--- config.mk ---
export PLATFORM = sky130hd
export DESIGN_NAME = wb_repl_selector
export DESIGN_NICKNAME = d
export VERILOG_FILES = /design/src/rtl/repl_pkg.sv /design/src/rtl/repl_lfsr.sv /design/src/rtl/repl_decide.sv /design/src/rtl/repl_ring_ctl.sv /design/src/rtl/wb_repl_selector.sv
export SDC_FILE = /design/constraint.sdc
export NUM_CORES = 1
export LEC_CHECK = 0
export BUFFER_PORTS_ARGS = -buffer_cell sky130_fd_sc_hd__buf_2
export CAP_MARGIN = 20
export CORE_UTILIZATION = 35
export DETAILED_ROUTE_END_ITERATION = 8
export PLACE_DENSITY = 0.63
export SYNTH_ARGS = -nofsm -noshare
export SYNTH_HDL_FRONTEND = slang
export SYNTH_SLANG_ARGS = --single-unit
--- constraint.sdc ---
create_clock -name clk -period 2 [get_ports clk]
set_input_delay 0 -clock clk [delete_from_list [all_inputs] [get_ports clk]]
set_output_delay 0 -clock clk [all_outputs]
set_load 0.03 [all_outputs]
--- src/rtl/repl_pkg.sv ---
package repl_pkg;

  typedef enum logic [1:0] {
    ST_IDLE  = 2'd0,
    ST_LOCAL = 2'd1,
    ST_RING  = 2'd2,
    ST_MEM   = 2'd3
  } sel_state_e;

  localparam int          LVL_W   = 3;
  localparam int          DRAW_W  = 6;
  localparam logic [2:0]  LVL_TOP = 3'd5;

  // bits of the draw that must all be zero for a replica at a given level
  function automatic logic [DRAW_W-1:0] lvl_mask(input logic [LVL_W-1:0] lvl);
    case (lvl)
      3'd1:    lvl_mask = 6'b11_1111;
      3'd2:    lvl_mask = 6'b00_1111;
      3'd3:    lvl_mask = 6'b00_0011;
      3'd4:    lvl_mask = 6'b00_0001;
      default: lvl_mask = 6'b00_0000;
    endcase
  endfunction

endpackage

--- src/rtl/repl_lfsr.sv ---
module repl_lfsr #(
  parameter int          W     = 16,
  parameter logic [15:0] SEED  = 16'hACE1,
  parameter logic [15:0] TAPS  = 16'hB400,
  parameter int          OUT_W = 6
) (
  input  logic             clk,
  input  logic             rst_n,
  output logic [OUT_W-1:0] draw
);

  logic [W-1:0] s_q, s_d;

  always_comb begin
    s_d = {s_q[W-2:0], ^(s_q & TAPS[W-1:0])};
  end

  always_ff @(posedge clk or negedge rst_n) begin
    if (!rst_n) s_q <= SEED[W-1:0];
    else        s_q <= s_d;
  end

  assign draw = s_q[OUT_W-1:0];


  lfsr_nonzero_chk: assert property (@(posedge clk) disable iff (!rst_n)
    s_q != '0);

endmodule

--- src/rtl/repl_decide.sv ---
module repl_decide
  import repl_pkg::*;
(
  input  logic [DRAW_W-1:0] draw,
  input  logic [LVL_W-1:0]  level,
  output logic              replicate,
  output logic [LVL_W-1:0]  level_sat
);

  logic [DRAW_W-1:0] mask;

  always_comb begin
    level_sat = (level > LVL_TOP) ? LVL_TOP : level;
    mask      = lvl_mask(level_sat);
    if (level_sat == '0)           replicate = 1'b0;
    else if (level_sat == LVL_TOP) replicate = 1'b1;
    else                           replicate = ((draw & mask) == '0);
  end

endmodule

--- src/rtl/repl_ring_ctl.sv ---
module repl_ring_ctl
  import repl_pkg::*;
#(
  parameter int N_CORES = 8,
  parameter int NODE_W  = $clog2(N_CORES),
  parameter int TAG_W   = 20
) (
  input  logic              clk,
  input  logic              rst_n,
  input  logic              start,
  input  logic              start_repl,
  input  logic [NODE_W-1:0] start_core,
  input  logic [TAG_W-1:0]  start_tag,
  input  logic [LVL_W-1:0]  start_level,
  input  logic              hop_present,
  output logic              busy,
  output logic [NODE_W-1:0] cur_core,
  output logic [TAG_W-1:0]  cur_tag,
  output logic              local_wr_valid,
  output logic [LVL_W-1:0]  local_wr_level,
  output logic              hop_valid,
  output logic [NODE_W-1:0] hop_node,
  output logic              ring_merge,
  output logic              mem_wb_valid
);

  localparam logic [NODE_W-1:0] LAST_NODE = NODE_W'(N_CORES - 1);

  function automatic logic [NODE_W-1:0] ring_next(input logic [NODE_W-1:0] n);
    ring_next = (n == LAST_NODE) ? '0 : n + 1'b1;
  endfunction

  sel_state_e        st_q, st_d;
  logic [NODE_W-1:0] core_q, node_q, node_d;
  logic [TAG_W-1:0]  tag_q;
  logic [LVL_W-1:0]  lvl_q;
  logic              cap_en;
  logic              last_hop;

  assign cap_en   = start && (st_q == ST_IDLE);
  assign last_hop = (ring_next(node_q) == core_q);

  always_comb begin
    st_d   = st_q;
    node_d = node_q;
    case (st_q)
      ST_IDLE: if (start) begin
        st_d   = start_repl ? ST_LOCAL : ST_RING;
        node_d = ring_next(start_core);
      end
      ST_LOCAL: st_d = ST_IDLE;
      ST_RING: begin
        if (hop_present)   st_d = ST_IDLE;
        else if (last_hop) st_d = ST_MEM;
        else               node_d = ring_next(node_q);
      end
      ST_MEM:   st_d = ST_IDLE;
      default:  st_d = ST_IDLE;
    endcase
  end

  always_ff @(posedge clk or negedge rst_n) begin
    if (!rst_n) begin
      st_q   <= ST_IDLE;
      node_q <= '0;
    end else begin
      st_q   <= st_d;
      node_q <= node_d;
    end
  end

  always_ff @(posedge clk or negedge rst_n) begin
    if (!rst_n) begin
      core_q <= '0;
      tag_q  <= '0;
      lvl_q  <= '0;
    end else if (cap_en) begin
      core_q <= start_core;
      tag_q  <= start_tag;
      lvl_q  <= start_level;
    end
  end

  assign busy           = (st_q != ST_IDLE);
  assign cur_core       = core_q;
  assign cur_tag        = tag_q;
  assign local_wr_valid = (st_q == ST_LOCAL);
  assign local_wr_level = lvl_q;
  assign hop_valid      = (st_q == ST_RING);
  assign hop_node       = node_q;
  assign ring_merge     = hop_valid && hop_present;
  assign mem_wb_valid   = (st_q == ST_MEM);


  local_pulse_chk: assert property (@(posedge clk) disable iff (!rst_n)
    local_wr_valid |=> !local_wr_valid);


  hop_step_chk: assert property (@(posedge clk) disable iff (!rst_n)
    (hop_valid && !hop_present && (int'(hop_node) != (int'(cur_core) + N_CORES - 1) % N_CORES))
    |=> (hop_valid && int'(hop_node) == (int'($past(hop_node)) + 1) % N_CORES));


  merge_stop_chk: assert property (@(posedge clk) disable iff (!rst_n)
    ring_merge |=> !busy);


  skip_origin_chk: assert property (@(posedge clk) disable iff (!rst_n)
    hop_valid |-> hop_node != cur_core);


  busy_hold_chk: assert property (@(posedge clk) disable iff (!rst_n)
    (busy && start) |=> $stable(cur_tag) && $stable(cur_core));


  one_output_chk: assert property (@(posedge clk) disable iff (!rst_n)
    $onehot0({local_wr_valid, hop_valid, mem_wb_valid}));

endmodule

--- src/rtl/wb_repl_selector.sv ---
module wb_repl_selector
  import repl_pkg::*;
#(
  parameter int N_CORES = 8,
  parameter int NODE_W  = $clog2(N_CORES),
  parameter int TAG_W   = 20
) (
  input  logic              clk,
  input  logic              rst_n,
  input  logic              req_valid,
  input  logic [NODE_W-1:0] req_core,
  input  logic [TAG_W-1:0]  req_tag,
  input  logic [2:0]        req_level,
  output logic              busy,
  output logic [NODE_W-1:0] cur_core,
  output logic [TAG_W-1:0]  cur_tag,
  output logic              local_wr_valid,
  output logic              local_wr_mark,
  output logic [2:0]        local_wr_level,
  output logic              hop_valid,
  output logic [NODE_W-1:0] hop_node,
  input  logic              hop_present,
  output logic              ring_merge,
  output logic              mem_wb_valid
);

  logic [DRAW_W-1:0] draw;
  logic              replicate;
  logic [LVL_W-1:0]  lvl_sat;
  logic              accept;

  assign accept = req_valid && !busy;

  repl_lfsr #(.OUT_W(DRAW_W)) u_lfsr (
    .clk   (clk),
    .rst_n (rst_n),
    .draw  (draw)
  );

  repl_decide u_decide (
    .draw      (draw),
    .level     (req_level),
    .replicate (replicate),
    .level_sat (lvl_sat)
  );

  repl_ring_ctl #(.N_CORES(N_CORES), .NODE_W(NODE_W), .TAG_W(TAG_W)) u_ctl (
    .clk            (clk),
    .rst_n          (rst_n),
    .start          (req_valid),
    .start_repl     (replicate),
    .start_core     (req_core),
    .start_tag      (req_tag),
    .start_level    (lvl_sat),
    .hop_present    (hop_present),
    .busy           (busy),
    .cur_core       (cur_core),
    .cur_tag        (cur_tag),
    .local_wr_valid (local_wr_valid),
    .local_wr_level (local_wr_level),
    .hop_valid      (hop_valid),
    .hop_node       (hop_node),
    .ring_merge     (ring_merge),
    .mem_wb_valid   (mem_wb_valid)
  );

  assign local_wr_mark = local_wr_valid;


  lvl_zero_chk: assert property (@(posedge clk) disable iff (!rst_n)
    (accept && req_level == 3'd0) |=> (hop_valid && !local_wr_valid));


  lvl_full_chk: assert property (@(posedge clk) disable iff (!rst_n)
    (accept && req_level >= 3'd5) |=> (local_wr_valid && local_wr_level == 3'd5));


  lvl_range_chk: assert property (@(posedge clk) disable iff (!rst_n)
    local_wr_valid |-> local_wr_level <= 3'd5);

endmodule

==> qor.yml <==
status: "complete, no violations"
drt-initial-drc-count: 50
hold_end: "u_ctl.cur_tag[19]"
grt_max_degree: 34
io_buffer_count: 64
grt_pass1_vias: 1507
crit_family: "simple AND/OR/NAND/NOR gates"
die_x_um: 76.03
grt.total_usage_pct: 15.94
startpoint_type: "flop"
maxCapViolCount: 0
ios: 65
synth_top_cell_area_share_pct: 50.88
wl_per_cell_um: 12.83
vias_per_cell: 4.465
synth_area_per_cell_um2: 12.46
synth-edff-count: 0
worst_ep_arrival_time_ns: 2.14
final_cells: 327
final.min_clock_period_ns: 1.910
power_mw: 2.557
r2r_cells: 7
overflow: 0
crit_required_ns: 2.23
dieArea_um2: 5781
post-place-cells: 291
cts_buffers: 5
layout.nets: 290
syn-num-nets: 188
grt_pass1_wl_um: 7265
cts_tree: "done"
rsz0062_at_grt: "no"
cts_buffer_depth: 2
cp_slowest_cell: "or4b_4"
crit_buf_inv: 0
grtUsageMet2_pct: 25.82
worst-slew-pin-transition_ns: 0.6942
min_path_type: "in -> reg"
yosys_warnings: 0
worstSetupEndpointType: "flop"
htreeDepth: 2
clk_latency_ns: 0.30
yosys_register_bits: 47
grt_use_met3_pct: 4.671
regArea_um2: 1189
cts.sinks: 47
postSynthCellCount: 154
cts_root_buffer: "clkbuf_8"
grt-busiest-layer: "met2"
synth.yosys.seq_area_share_pct: 61.84
path_clk_slew_ns: 0.09
drv_slew: 0
timing.rr.start: "u_ctl.hop_node[1]"
synth_area_um2: 1918
postRouteAntennaNets: 0
drc_errors: 0
rows: 26
synth_largest_area_cell: "dfrtp_1"
multiInputGateArea_um2: 698.2
crit_type: "reg -> reg"
synthFlopType: "dfrtp_1"
drive_gt1_share_pct: 43.19
dp_hpwl_um: 2859
antenna_found_initial: 0
synth.distinct_cells: 35
yosys-top-cells-area: "dfrtp_1, dfstp_2, mux2_2"
setup_viol: 0
stdcell_area_um2: 2759
hold_depth: 4
die_height_um: 76.03
timing.final.crit_share_pct: 95.49
drt-pass1-iter-count: 4
core_um2: 5205
routabilityCongestion: 0.8290
skew_ns: 0.008709
report.final.hold_viol_count: 0
detailed_place.area_um2: 2386
num-fill-cells: 474
met1_usage_pct: 20.71
cp_slowest_stage_delay_ns: 0.52
via_count: 1460
hp-start: "req_valid"
ir_drop_uv: 572.2
worst_slew_margin_rel_pct: 53.72
reg2reg_to: "u_ctl.hop_node[2]"
drt_wl_total_um: 4194
r2r_slack_ns: 0.09
leakagePower_nw: 1.330
fmax_mhz: 523.6
syn_to_final_growth_pct: 43.84
path_cells: "ha_4 > ha_1 > or4b_4 > o22ai_2 > nor2_1 > o21bai_2 > o2bb2ai_1"
tns_ns: 0
diodes: 0
power.density_nw_per_um2: 927.0
start_util_pct: 36.85
cp_max_fo: 3
synthArstFlopShare_pct: 100.0
cts_setup_buffers: 0
[cell usage in the layout, fill, tap and decap left out, types with 4 or more instances in the layout]
master and instances:
a21oi_1 4, buf_2 64, buf_4 7, clkbuf_8 5
dfrtp_1 37, dfstp_2 8, dlygate4sd3_1 28, inv_1 6
mux2_2 17, nand2_1 23, nor2_1 8, nor2b_1 5
xnor2_1 4
[tightest hold or removal path, cell delays in order]
cell and delay, ns:
buf_2 0.09, nand2_1 0.19, nand2_1 0.13, nand2_1 0.04
[synthesized netlist by cell type (2+ instances only)]
cell / number
nor2_1: 8
mux2_2: 17
ha_1: 4
inv_1: 6
a21oi_1: 4
nand3b_1: 2
nor2b_1: 5
o22ai_1: 2
mux2i_1: 3
xor2_1: 2
dfrtp_1: 39
nand2_1: 23
and2_1: 3
dfstp_2: 8
o21ai_0: 2
xnor2_1: 4
buf_2: 4
[layout make-up]
cell class / instances / share of cell area [%]
flip-flops and latches: 47 / 43.08
clock inverters: 2 / 0.5896
multi-input cells: 96 / 25.31
clock buffers: 6 / 2.630
inverters: 6 / 0.8163
repair buffers: 100 / 24.40
well taps: 70 / 3.175
[layer usage]
metal	wire length, µm	part of all wire [%]
met5	0	0
met4	35	0.83
met3	212	5.1
met2	2000	48
met1	1946	46
[cell families (layout without fill, tap and decap cells)]
kind of cell / Yosys count / after routing / share of synthesized area [%]
flops: 47 / 47 / 61.84
simple gates: 47 / 47 / 11.61
mux: 20 / 20 / 11.55
compound gates: 19 / 19 / 7.046
buf+inv: 11 / 114 / 2.609
xor+xnor: 6 / 6 / 2.740
fa+ha+maj: 4 / 4 / 2.609
[registers in the layout, summed over array words and instances, names as in the netlist]
signal                cells
u_ctl.cur_core            3
u_ctl.st_q                2
u_lfsr.s_q               16
u_ctl.local_wr_level      3
u_ctl.hop_node            3
u_ctl.cur_tag            20
[worst max path at each step]
stage	endpoint	cells after the start	startpoint	slack, ns
after floorplan	u_ctl.hop_node[2]	7	u_ctl.hop_node[0]	0.0009
after global placement	u_ctl.hop_node[2]	7	u_ctl.hop_node[1]	0.13
after detailed placement	u_ctl.hop_node[2]	7	u_ctl.hop_node[1]	0.07
after CTS	u_ctl.hop_node[2]	7	u_ctl.hop_node[1]	0.05
after global routing	u_ctl.hop_node[2]	7	u_ctl.hop_node[1]	0.003
final	u_ctl.hop_node[2]	7	u_ctl.hop_node[1]	0.09
[report_power, final]
part	switching, mW	internal [mW]	leakage, nW	total (mW)
combinational	0.498	0.341	0.725	0.839
clock	0.321	0.251	0.0418	0.572
sequential	0.0781	1.07	0.564	1.15
total	0.897	1.66	1.33	2.56
[stage by stage]
stage | setup WS [ns] | utilization (%) | hold slack, ns
detailed placement | 0.06823 | 45.84 | 0.09577
global route | 0.002965 | 53.00 | 0.2074
floorplan | 0.0008973 | - | -0.2956
global placement | 0.1289 | 45.84 | 0.09055
finish | 0.09010 | 53.00 | 0.1898
CTS | 0.05325 | 52.93 | 0.1879
[timing repair]
item,4_1_cts,5_1_grt
endpoints found under the setup margin,0,1
hold endpoints to repair,51,0
hold buffers,28,0
gates resized for setup,0,1
Power figures use the tool's default switching activity.
